## config.mk

```make
export PLATFORM = sky130hd
export DESIGN_NAME = mask_cam
export DESIGN_NICKNAME = d
export VERILOG_FILES = /design/src/rtl/mcam_pkg.sv /design/src/rtl/mcam_store.sv /design/src/rtl/mcam_compare.sv /design/src/rtl/mcam_match_reg.sv /design/src/rtl/mask_cam.sv
export SDC_FILE = /design/constraint.sdc
export NUM_CORES = 1
export LEC_CHECK = 0
export CORE_MARGIN = 5
export CORE_UTILIZATION = 49
export CTS_CLUSTER_SIZE = 16
export DETAILED_ROUTE_END_ITERATION = 8
export DONT_BUFFER_PORTS = 1
export HOLD_SLACK_MARGIN = 0.06
export PLACE_DENSITY_LB_ADDON = 0.15
export REMOVE_ABC_BUFFERS = 1
export SLEW_MARGIN = 0
export SYNTH_ARGS = -nofsm -noshare
export SYNTH_HDL_FRONTEND = slang
export SYNTH_SLANG_ARGS = --single-unit
```

## constraint.sdc

```tcl
create_clock -name clk -period 1.95 [get_ports clk]
set_clock_uncertainty 0.05 [all_clocks]
set_input_delay 0 -clock clk [delete_from_list [all_inputs] [get_ports clk]]
set_output_delay 0 -clock clk [all_outputs]
set_load 0.05 [all_outputs]
```

## src/rtl/mcam_pkg.sv

```systemverilog
package mcam_pkg;

    localparam int DEF_WORDS = 8;
    localparam int DEF_WIDTH = 8;

    // action applied to the match vector on a clock edge
    typedef enum logic [1:0] {
        MOP_HOLD  = 2'd0,
        MOP_CLEAR = 2'd1,
        MOP_LOAD  = 2'd2,
        MOP_POP   = 2'd3
    } match_op_e;

    function automatic int idx_bits(input int n);
        return (n > 1) ? $clog2(n) : 1;
    endfunction

    // write beats search, search beats advance, advance needs a pending bit
    function automatic match_op_e pick_op(input logic wr, input logic srch,
                                          input logic adv, input logic any);
        if (wr)
            return MOP_CLEAR;
        else if (srch)
            return MOP_LOAD;
        else if (adv && any)
            return MOP_POP;
        else
            return MOP_HOLD;
    endfunction

endpackage

```

## src/rtl/mcam_store.sv

```systemverilog
module mcam_store #(
    parameter int WORDS = mcam_pkg::DEF_WORDS,
    parameter int WIDTH = mcam_pkg::DEF_WIDTH,
    parameter int IDXW  = mcam_pkg::idx_bits(WORDS)
) (
    input  logic                   clk,
    input  logic                   rst,
    input  logic                   wr_en,
    input  logic [IDXW-1:0]        wr_idx,
    input  logic [WIDTH-1:0]       wr_data,
    input  logic [IDXW-1:0]        rd_idx,
    output logic [WORDS*WIDTH-1:0] words_flat,
    output logic [WORDS-1:0]       valid,
    output logic [WIDTH-1:0]       rd_word
);

    logic [WIDTH-1:0] cells [WORDS];

    for (genvar g = 0; g < WORDS; g++) begin : g_cell
        always_ff @(posedge clk) begin
            if (rst) begin
                cells[g] <= '0;
                valid[g] <= 1'b0;
            end else if (wr_en && (wr_idx == IDXW'(g))) begin
                cells[g] <= wr_data;
                valid[g] <= 1'b1;
            end
        end
        assign words_flat[g*WIDTH +: WIDTH] = cells[g];
    end

    always_comb begin
        rd_word = '0;
        for (int i = 0; i < WORDS; i++)
            if (rd_idx == IDXW'(i))
                rd_word = cells[i];
    end

    AST_WRITE_SETS_VALID: assert property (@(posedge clk) disable iff (rst)
        (wr_en && (int'(wr_idx) < WORDS)) |=> valid[$past(wr_idx)])
        else $error("write did not mark word valid");

    AST_VALID_STICKY: assert property (@(posedge clk) disable iff (rst)
        1'b1 |=> ((valid & $past(valid)) == $past(valid)))
        else $error("valid flag dropped without reset");

endmodule

```

## src/rtl/mcam_compare.sv

```systemverilog
module mcam_compare #(
    parameter int WORDS = mcam_pkg::DEF_WORDS,
    parameter int WIDTH = mcam_pkg::DEF_WIDTH
) (
    input  logic [WORDS*WIDTH-1:0] words_flat,
    input  logic [WORDS-1:0]       valid,
    input  logic [WIDTH-1:0]       arg,
    input  logic [WIDTH-1:0]       key,
    output logic [WORDS-1:0]       hits
);

    for (genvar w = 0; w < WORDS; w++) begin : g_word
        logic [WIDTH-1:0] bit_ok;
        for (genvar b = 0; b < WIDTH; b++) begin : g_bit
            // a disabled position always agrees
            assign bit_ok[b] = ~key[b] | ~(words_flat[w*WIDTH+b] ^ arg[b]);
        end
        assign hits[w] = valid[w] & (&bit_ok);
    end

endmodule

```

## src/rtl/mcam_match_reg.sv

```systemverilog
module mcam_match_reg
    import mcam_pkg::*;
#(
    parameter int WORDS = DEF_WORDS,
    parameter int IDXW  = idx_bits(WORDS)
) (
    input  logic             clk,
    input  logic             rst,
    input  match_op_e        op,
    input  logic [WORDS-1:0] hits,
    output logic [WORDS-1:0] match_q,
    output logic [IDXW-1:0]  sel_idx,
    output logic             any
);

    always_ff @(posedge clk) begin
        if (rst)
            match_q <= '0;
        else begin
            case (op)
                MOP_CLEAR: match_q <= '0;
                MOP_LOAD:  match_q <= hits;
                MOP_POP:   match_q <= match_q & (match_q - WORDS'(1));
                default:   match_q <= match_q;
            endcase
        end
    end

    assign any = |match_q;

    // scan downward so the lowest set bit is the last one taken
    always_comb begin
        sel_idx = '0;
        for (int i = WORDS - 1; i >= 0; i--)
            if (match_q[i])
                sel_idx = IDXW'(i);
    end

    AST_SEL_LOWEST: assert property (@(posedge clk) disable iff (rst)
        any |-> (match_q[sel_idx] &&
                 ((match_q & ((WORDS'(1) << sel_idx) - WORDS'(1))) == '0)))
        else $error("selected index is not the lowest pending match");

    AST_POP_ONE_BIT: assert property (@(posedge clk) disable iff (rst)
        (op == MOP_POP) |=> ($countones(match_q) == $countones($past(match_q)) - 1
                             && (match_q & ~$past(match_q)) == '0))
        else $error("advance changed more than one match bit");

    AST_CLEAR_EMPTY: assert property (@(posedge clk) disable iff (rst)
        (op == MOP_CLEAR) |=> (match_q == '0))
        else $error("match vector not cleared");

    AST_HOLD_STABLE: assert property (@(posedge clk) disable iff (rst)
        (op == MOP_HOLD) |=> $stable(match_q))
        else $error("match vector moved without an action");

endmodule

```

## src/rtl/mask_cam.sv

```systemverilog
module mask_cam
    import mcam_pkg::*;
#(
    parameter int WORDS = DEF_WORDS,
    parameter int WIDTH = DEF_WIDTH,
    parameter int IDXW  = idx_bits(WORDS)
) (
    input  logic             clk,
    input  logic             rst,
    input  logic             arg_load,
    input  logic [WIDTH-1:0] arg_in,
    input  logic             key_load,
    input  logic [WIDTH-1:0] key_in,
    input  logic             wr_en,
    input  logic [IDXW-1:0]  wr_idx,
    input  logic [WIDTH-1:0] wr_data,
    input  logic             search,
    input  logic             rd_next,
    output logic             rd_valid,
    output logic [IDXW-1:0]  rd_idx,
    output logic [WIDTH-1:0] rd_data,
    output logic             rd_done,
    output logic [WORDS-1:0] match_vec
);

    logic [WIDTH-1:0]       arg_q;
    logic [WIDTH-1:0]       key_q;
    logic [WORDS*WIDTH-1:0] words_flat;
    logic [WORDS-1:0]       valid;
    logic [WORDS-1:0]       hits;
    logic [WORDS-1:0]       match_q;
    logic [IDXW-1:0]        sel_idx;
    logic                   any;
    match_op_e              op;

    always_ff @(posedge clk) begin
        if (rst) begin
            arg_q <= '0;
            key_q <= '0;
        end else begin
            if (arg_load) arg_q <= arg_in;
            if (key_load) key_q <= key_in;
        end
    end

    assign op = pick_op(wr_en, search, rd_next, any);

    mcam_store #(.WORDS(WORDS), .WIDTH(WIDTH), .IDXW(IDXW)) u_store (
        .clk        (clk),
        .rst        (rst),
        .wr_en      (wr_en),
        .wr_idx     (wr_idx),
        .wr_data    (wr_data),
        .rd_idx     (sel_idx),
        .words_flat (words_flat),
        .valid      (valid),
        .rd_word    (rd_data)
    );

    mcam_compare #(.WORDS(WORDS), .WIDTH(WIDTH)) u_compare (
        .words_flat (words_flat),
        .valid      (valid),
        .arg        (arg_q),
        .key        (key_q),
        .hits       (hits)
    );

    mcam_match_reg #(.WORDS(WORDS), .IDXW(IDXW)) u_match (
        .clk     (clk),
        .rst     (rst),
        .op      (op),
        .hits    (hits),
        .match_q (match_q),
        .sel_idx (sel_idx),
        .any     (any)
    );

    assign match_vec = match_q;
    assign rd_valid  = any;
    assign rd_idx    = sel_idx;
    assign rd_done   = ~any;

    AST_INVALID_NEVER_MATCH: assert property (@(posedge clk) disable iff (rst)
        (search && !wr_en) |=> ((match_vec & ~valid) == '0))
        else $error("unwritten word reported as a match");

    AST_WRITE_WINS: assert property (@(posedge clk) disable iff (rst)
        wr_en |=> (match_vec == '0 && rd_done))
        else $error("write left matches pending");

    AST_ARG_HELD: assert property (@(posedge clk) disable iff (rst)
        !arg_load |=> $stable(arg_q))
        else $error("argument changed without load");

    AST_KEY_HELD: assert property (@(posedge clk) disable iff (rst)
        !key_load |=> $stable(key_q))
        else $error("key changed without load");

    AST_SEARCH_BEATS_ADVANCE: assert property (@(posedge clk) disable iff (rst)
        (search && rd_next && !wr_en) |=> (match_vec == $past(hits)))
        else $error("advance disturbed search result");

endmodule

```

==> results.md, run 1 <==
- Top-area cell type share of the netlist area: 0.367
- Most common cell in the netlist: and2_1
- First-pass DRT Iterations: 7
- Status: complete, but fails checks
- Fin. Hold Viols: 0
- Root Buffer: clkbuf_8
- Util after Layout: 0.660
- Critical path class: reg -> out
- Fin crit share: 1.12
- Routed wire length: roughly 18 mm
- Max Buffers Root-to-Sink: 2
- Clock slew at reported path FFs: 0.09 ns
- EDFF count, synth: 64
- WP buf/inv: 4
- Required time worst endpoint: around 1.9 ns
- Hold_ws: between 0.09 and 0.1 ns
- Syn-to-layout area delta: 30.7%
- Via/cell ratio: 6.08
- Worst path slowest cell: dfxtp_4
- Final Setup Violations: 9
- Max incr delay on CP: just under 0.4 ns
- CTS buffer count: 9
- R2r startpoint: u_match.match_q[2]
- CP top delay family: buffers and inverters
- Failing checks: setup timing
- WHS Endpoint: u_store.valid[0]
- Die Y: 113 microns
- Final HPWL from detailed placement: 12.1 mm
- Area fraction in and, or, nand and nor cells after synthesis: 0.160
- Vias in the first global route: 4,539
- Final routed DRC violation total: 0
- Compound-Gate Fraction of Synth Area: 0.183
- Std cell rows: 37
- Placer Congestion: 0.927
- Synth Area in XOR/XNOR: 0.107
- Worst reg2reg setup slack: 0.11 ns
- CP Capture Type: output port
- Hold depth: 4
- Antenna violations before repair: 1
- Gr usage total: 0.279
- Highest clock rate: around 460 MHz
- Die footprint: 12,900 sq um
- Power Density: 664 nW/um^2
- Unrepaired setup endpoints after global routing: true
- Synth Area in Adders: 0
- Yosys top cell by area: edfxtp_1
- Worst Path Arrival: about 2.1 ns
- Most used DFF post-synth: edfxtp_1
- Number of antenna repair diodes: 0
- Max-slew violations: 0
- Worst skew pair latency: 0.37 ns
- Pleak: between 2 and 3 nW
- Crit path launch type: register
- Peak VDD IR: 0.403 mV
- Hold path startpoint: wr_idx[2]
- Starting DRT DRC Count: 625
- CTS tree: done
- Async S/R FF share, synth: 0
- Worst Path Max Fanout: 7
- Max-cap violations: 0
- NumNets Final: about 600
- HP Class: in -> reg
- GRT overflow: 0
- Mux cell area share after synthesis: 0.0306
- Layout cells sized above 1: 0.257
- Worst R2R Path Depth: 9
- Storage cell area: roughly 2600 sq um
- H-tree depth: 3
- Tot Pwr: 0.00455 W
- Routed vias: 4,404
- Crit path time final: approximately 2.2 ns
- Crit path launch: u_match.match_q[3]
- Multi-input gate area: 2860 sq um
- Worst path most repeated cell: buf_6
- Setup ws final: -0.228 ns
- Distinct cells, synth: between 40 and 50
- Largest net degree at the start of global routing: 17
- Placed instance area: between 5000 and 6000 sq um
- I/O Pins: 55
- IO buf count: 0
- Post-route cell area: approximately 7000 sq um
- Sequential share of the synthesized area: 0.489
- First-pass GRT wire length: about 27 mm
- Synth warn: 0
- Synth area leaders: edfxtp_1, dfxtp_1, xor2_1
- Die Width: 113 microns
- Synthesized instance count: 494
- CP cell instances: buf_6, nor4_4, buf_4, o21ai_4, a21oi_2, buf_6, a21oi_1, o22ai_2, buf_6
- Pre-CTS setup slack: -0.0210 ns
- Flops & latches, synth: 96
- Slew margin rel.: 0.243
- Worst-margin pin slew: 1.13 ns
- Antenna Nets Post-Route: 0
- Core area: 10,400 sq um
- Largest family of logic cells by synthesized area: compound AO/OA/AOI/OAI gates
- Most frequent cells after synthesis: and2_1, edfxtp_1, xor2_1, dfxtp_1, a21oi_1
- Syn Area/Cell: 10.6 sq um
- Routed wire per std cell: 24.2 microns
- Syn Std Cell Area: roughly 5200 sq um
- R2R Path End: u_match.match_q[5]
- # clock sinks: 96
- Fillers: roughly 840
- Starting density of the core: 0.505
[worst max path at each step]
stage / cells past startpoint / to
detailed placement: 7 / rd_data[6]
global route: 9 / rd_data[2]
finish: 9 / rd_data[4]
global placement: 6 / rd_data[1]
floorplan: 5 / rd_data[6]
CTS: 7 / rd_data[2]
[cell usage in the layout, fill, tap and decap left out, types with 9 or more instances in the layout]
master,Yosys,layout
and2_1,65,64
xor2_1,64,64
edfxtp_1,64,64
buf_4,0,52
dlygate4sd3_1,0,37
a21oi_1,31,27
nor2_1,29,26
dfxtp_1,32,25
buf_6,2,17
a22oi_1,18,16
mux2i_1,16,16
nand2_1,12,12
o22ai_2,0,12
clkbuf_8,0,10
nand3_1,11,9
[stage by stage]
stage / std cells / setup TNS (ns)
2_1_floorplan: 462 / -8.46
3_3_place_gp: 662 / 0
3_5_place_dp: 662 / -0.0241
4_1_cts: 724 / -9.17
5_1_grt: 724 / -2.32
6_report: 724 / -1.70
[where the power goes]
part	switching, W	internal [W]	total, W
Combinational	0.000385	0.000328	0.000713
Clock	0.000723	0.000663	0.00139
Sequential	0.000163	0.00228	0.00245
Total	0.00127	0.00327	0.00455
[cell type report]
type                            instances  area share
Clock buffer                           12      0.0274
Clock inverter                          4     0.00421
Inverter                                5     0.00329
Multi-Input combinational cell        362       0.418
Sequential cell                        96       0.377
Tap cell                              136      0.0249
Timing Repair Buffer                  109       0.145
[worst reg2reg max path: cells and delay by family, from the launching register on]
kind,cells,cell delay (ns)
buffers and inverters,4,0.60
DFF,1,0.43
and+or+nand+nor,4,0.36
AOI/OAI and AO/OA,1,0.31
[cells by family (layout without fill, tap and decap cells)]
logic type                Yosys count  after routing
DFF                                96             96
buffers and inverters              37            130
muxes                              16             16
AOI/OAI and AO/OA                 132            133
xor gates and xnor gates           64             64
and+or+nand+nor                   149            149
[routing by layer]
| layer | up-vias | global-route usage | wire [microns] |
|---|---|---|---|
| met2 | 248 | 0.442 | 8020 |
| met4 | 2 | 0.0897 | 610 |
| met5 | - | 0 | 11 |
| met3 | 46 | 0.0604 | 1560 |
| li1 | 1994 | - | - |
| met1 | 2114 | 0.381 | 7340 |
[timing repair]
item	CTS	global route
endpoints found under the hold margin	109	0
endpoints found under the setup margin	10	119
resized for setup	87	11
buffers inserted	6	0
cloned	2	0
pin swaps	29	4
hold buffers	38	0
[registers in the layout, summed over array words and instances, names as in the netlist]
name             cells
u_match.match_q      8
key_q                8
u_store.valid        8
arg_q                8
u_store.cells       64
Note: power is estimated with default switching activity, not from simulation.
==> run 2, diff against run 1 <==
--- a/config.mk
+++ b/config.mk
@@ -5,6 +5,7 @@
 export SDC_FILE = /design/constraint.sdc
 export NUM_CORES = 1
 export LEC_CHECK = 0
+export ABC_AREA = 1
 export CORE_MARGIN = 5
 export CORE_UTILIZATION = 49
 export CTS_CLUSTER_SIZE = 16
@@ -13,6 +14,7 @@
 export HOLD_SLACK_MARGIN = 0.06
 export PLACE_DENSITY_LB_ADDON = 0.15
 export REMOVE_ABC_BUFFERS = 1
+export SKIP_LAST_GASP = 1
 export SLEW_MARGIN = 0
 export SYNTH_ARGS = -nofsm -noshare
 export SYNTH_HDL_FRONTEND = slang
==> results.md, run 2 <==
- Placed instance area: 5660 sq um (-1.5%)
- R2R Path End: u_match.match_q[7]
- CP cell instances: inv_2, nand2_2, nand2_2, nand2_2, nand2_2, nand2_4, a21oi_4, nand4_1, nand4_1, nor2_2, nand4_1, buf_12
- First-pass DRT Iterations: 7 (unchanged)
- Hold path startpoint: wr_en
- Root Buffer: clkbuf_8
- Routed wire length: 17.0 mm (-3.2%)
- Switching pwr: 0.00163 W (+28%)
- Required time worst endpoint: 1.90 ns (about the same)
- HP Class: in -> reg
- Worst reg2reg setup slack: 0.12 ns (about the same)
- Max incr delay on CP: 0.37 ns (-0.02 ns)
- Hold_ws: 0.0659 ns (-0.0288 ns)
- Syn Std Cell Area: 5180 sq um (-0.98%)
- Sequential share of the synthesized area: 0.494 (+0.00484)
- NumNets Final: 755 (+22%)
- H-tree depth: 3 (unchanged)
- Starting density of the core: 0.502 (-0.00271)
- Setup ws final: -0.227 ns (+0.000229 ns)
- CP Capture Type: output port
- # clock sinks: 96 (unchanged)
- Core area: 10,300 sq um (-0.45%)
- Clk pwr share: 0.270 (-0.035)
- Max-slew violations: 0 (unchanged)
- Via/cell ratio: 5.84 (-4.0%)
- Most frequent cells after synthesis: nor2_1, nand2_1, o21ai_0, edfxtp_1, nand4_1
- Synth area leaders: edfxtp_1, dfxtp_1, nor2_1
- Worst path most repeated cell: nand2_2
- Placer Congestion: 1.02 (+10%)
- Die Y: 113 microns (-0.45%)
- Syn-to-layout area delta: 31.1%
- Setup_tns: -1.49 ns (+0.216 ns)
- Antenna Nets Post-Route: 0 (unchanged)
- Seq pwr share: 0.476 (-0.062)
- Post-Layout Cell Count: 862 (+19%)
- Gr usage total: 0.262 (-0.0170)
- Fin. Hold Viols: 0 (unchanged)
- Async S/R FF share, synth: 0 (unchanged)
- Pleak: 2.66 nW (-4.1%)
- Routed wire per std cell: 19.7 microns (-19%)
- Die Width: 113 microns (-0.45%)
- Hold depth: 2 (-2)
- Most used DFF post-synth: edfxtp_1
- Die footprint: 12,700 sq um (-0.89%)
- Vias in the first global route: 4,697 (+3.5%)
- Antenna violations before repair: 0 (-1)
- Worst Path Arrival: 2.13 ns (about the same)
- Commonest non-fill, non-tap cell in the layout: nor2_1
- Clock slew at reported path FFs: 0.09 ns (about the same)
- Critical path class: reg -> out
- Distinct cells, synth: 37 (-21%)
- Most common cell in the netlist: nor2_1
- Routed vias: 5,034 (+14%)
- Worst-margin pin slew: 0.562 ns (-0.564 ns)
- Final routed DRC violation total: 0 (unchanged)
- CTS tree: done
- Synth warn: 0 (unchanged)
- Starting DRT DRC Count: 554 (-11%)
- Crit path time final: 2.18 ns (-0.000229 ns)
- Std cell rows: 37 (unchanged)
- Peak VDD IR: 0.465 mV (+15%)
- Unrepaired setup endpoints after global routing: true
- Largest net degree at the start of global routing: 24 (+7)
- Biggest register: u_store.cells
- Comb pwr share: 0.253 (+0.096)
- Failing checks: setup timing
- Layout cells sized above 1: 0.196 (-0.0612)
- Fillers: 857 (+2.6%)
- Net Sw Frac: 0.319 (+0.0391)
- Final Setup Violations: 8 (-1)
- Worst skew pair latency: 0.38 ns (about the same)
- Crit path launch type: register
- Top-area cell type share of the netlist area: 0.371 (+0.00363)
- I/O Pins: 55 (unchanged)
- Max Buffers Root-to-Sink: 2 (unchanged)
- Syn Area/Cell: 8.40 sq um (-21%)
- Fin crit share: 1.12 (about the same)
- WHS Endpoint: u_store.valid[5]
- Status: complete, but fails checks
- R2r startpoint: arg_q[2]
- Yosys top cell by area: edfxtp_1
- GRT overflow: 0 (unchanged)
- Most frequent cells in the layout: nor2_1, o21ai_0, edfxtp_1
- Flops & latches, synth: 96 (unchanged)
- DP Cell Count: 771 (+16%)
- Post-route cell area: 6800 sq um (-0.69%)
- Number of antenna repair diodes: 0 (unchanged)
- Max-cap violations: 0 (unchanged)
- Worst R2R Path Depth: 6 (-3)
- IO buf count: 0 (unchanged)
- CTS buffer count: 9 (unchanged)
- Power Internal: 0.00349 W (+6.4%)
- First-pass GRT wire length: 25.8 mm (-3.3%)
- Final HPWL from detailed placement: 11.7 mm (-3.4%)
- Largest register FFs: 64 (unchanged)
- Power Density: 753 nW/um^2 (+13%)
- Slew margin rel.: 0.624 (+0.381)
- Pre-CTS setup slack: 0.0210 ns (+0.0420 ns)
- EDFF count, synth: 64 (unchanged)
- Synthesized instance count: 617 (+25%)
- Highest clock rate: 459 MHz (about the same)
- Worst path slowest cell: dfxtp_4
- Worst Path Max Fanout: 9 (+2)
-- run 2: worst max-delay path by stage --
stage	end	slack, ns	cells after the start	start
6_report	rd_data[5]	-0.23	12	u_match.match_q[6]
5_1_grt	rd_data[7]	-0.34	13	u_match.match_q[6]
4_1_cts	rd_data[7]	-0.19	10	u_match.match_q[7]
3_5_place_dp	u_match.match_q[7]	0.02	6	arg_q[4]
3_3_place_gp	u_match.match_q[7]	0.03	6	arg_q[2]
2_1_floorplan	rd_data[0]	-0.50	8	u_match.match_q[5]
-- run 2: layout make-up --
type | instances | area, sq um | share of cell area
Sequential cell | 96 | 2580 | 0.380
Multi-Input combinational cell | 443 | 2390 | 0.352
Timing Repair Buffer | 119 | 1240 | 0.182
Inverter | 52 | 208 | 0.0306
Clock buffer | 14 | 195 | 0.0287
Tap cell | 136 | 170 | 0.0250
Clock inverter | 2 | 10.0 | 0.00147
-- run 2: cells by family after synthesis --
family                 Yosys count  share of synthesized area
AND/OR/NAND/NOR                292                      0.274
AO/OA/AOI/OAI                  137                      0.143
flip-flops                      96                      0.494
buffers and inverters           79                     0.0659
XOR/XNOR                        13                     0.0220
-- run 2: what timing repair did --
item                                    CTS  global route
buffers inserted                          6            14
hold endpoints to repair                 95             0
gates cloned                              2             1
endpoints found under the setup margin    9            10
resized for setup                        27            28
hold buffers                             53             0
pin swaps                                15            18
-- run 2: worst max-delay path, delay by kind of cell (launching register included) --
| kind | cells | cell delay (ns) |
|---|---|---|
| and+or+nand+nor | 9 | 0.82 |
| buffers and inverters | 2 | 0.22 |
| DFF | 1 | 0.37 |
| AOI/OAI and AO/OA | 1 | 0.33 |
-- run 2: metrics by stage --
stage	util	power (W)
after global routing	0.658	0.00529
after detailed placement	0.548	0.00353
after CTS	0.639	0.00502
after global placement	0.548	0.00353
final	0.658	0.00512
after floorplan	-	0.00306
-- run 2: metal layers --
metal,vias up,track usage,share of wire
met5,-,0,0
met4,0,0.0929,0.027
met2,308,0.415,0.46
met3,51,0.0465,0.11
li1,2368,-,-
met1,2307,0.361,0.41
-- run 2: power groups by stage --
stage | Clock [W] | Sequential, W | Combinational (W)
final | 0.00138 | 0.00244 | 0.00130
after floorplan | 0 | 0.00245 | 0.000613
after CTS | 0.00137 | 0.00243 | 0.00122
after detailed placement | 0 | 0.00248 | 0.00106
after global placement | 0 | 0.00247 | 0.00105
after global routing | 0.00147 | 0.00245 | 0.00137
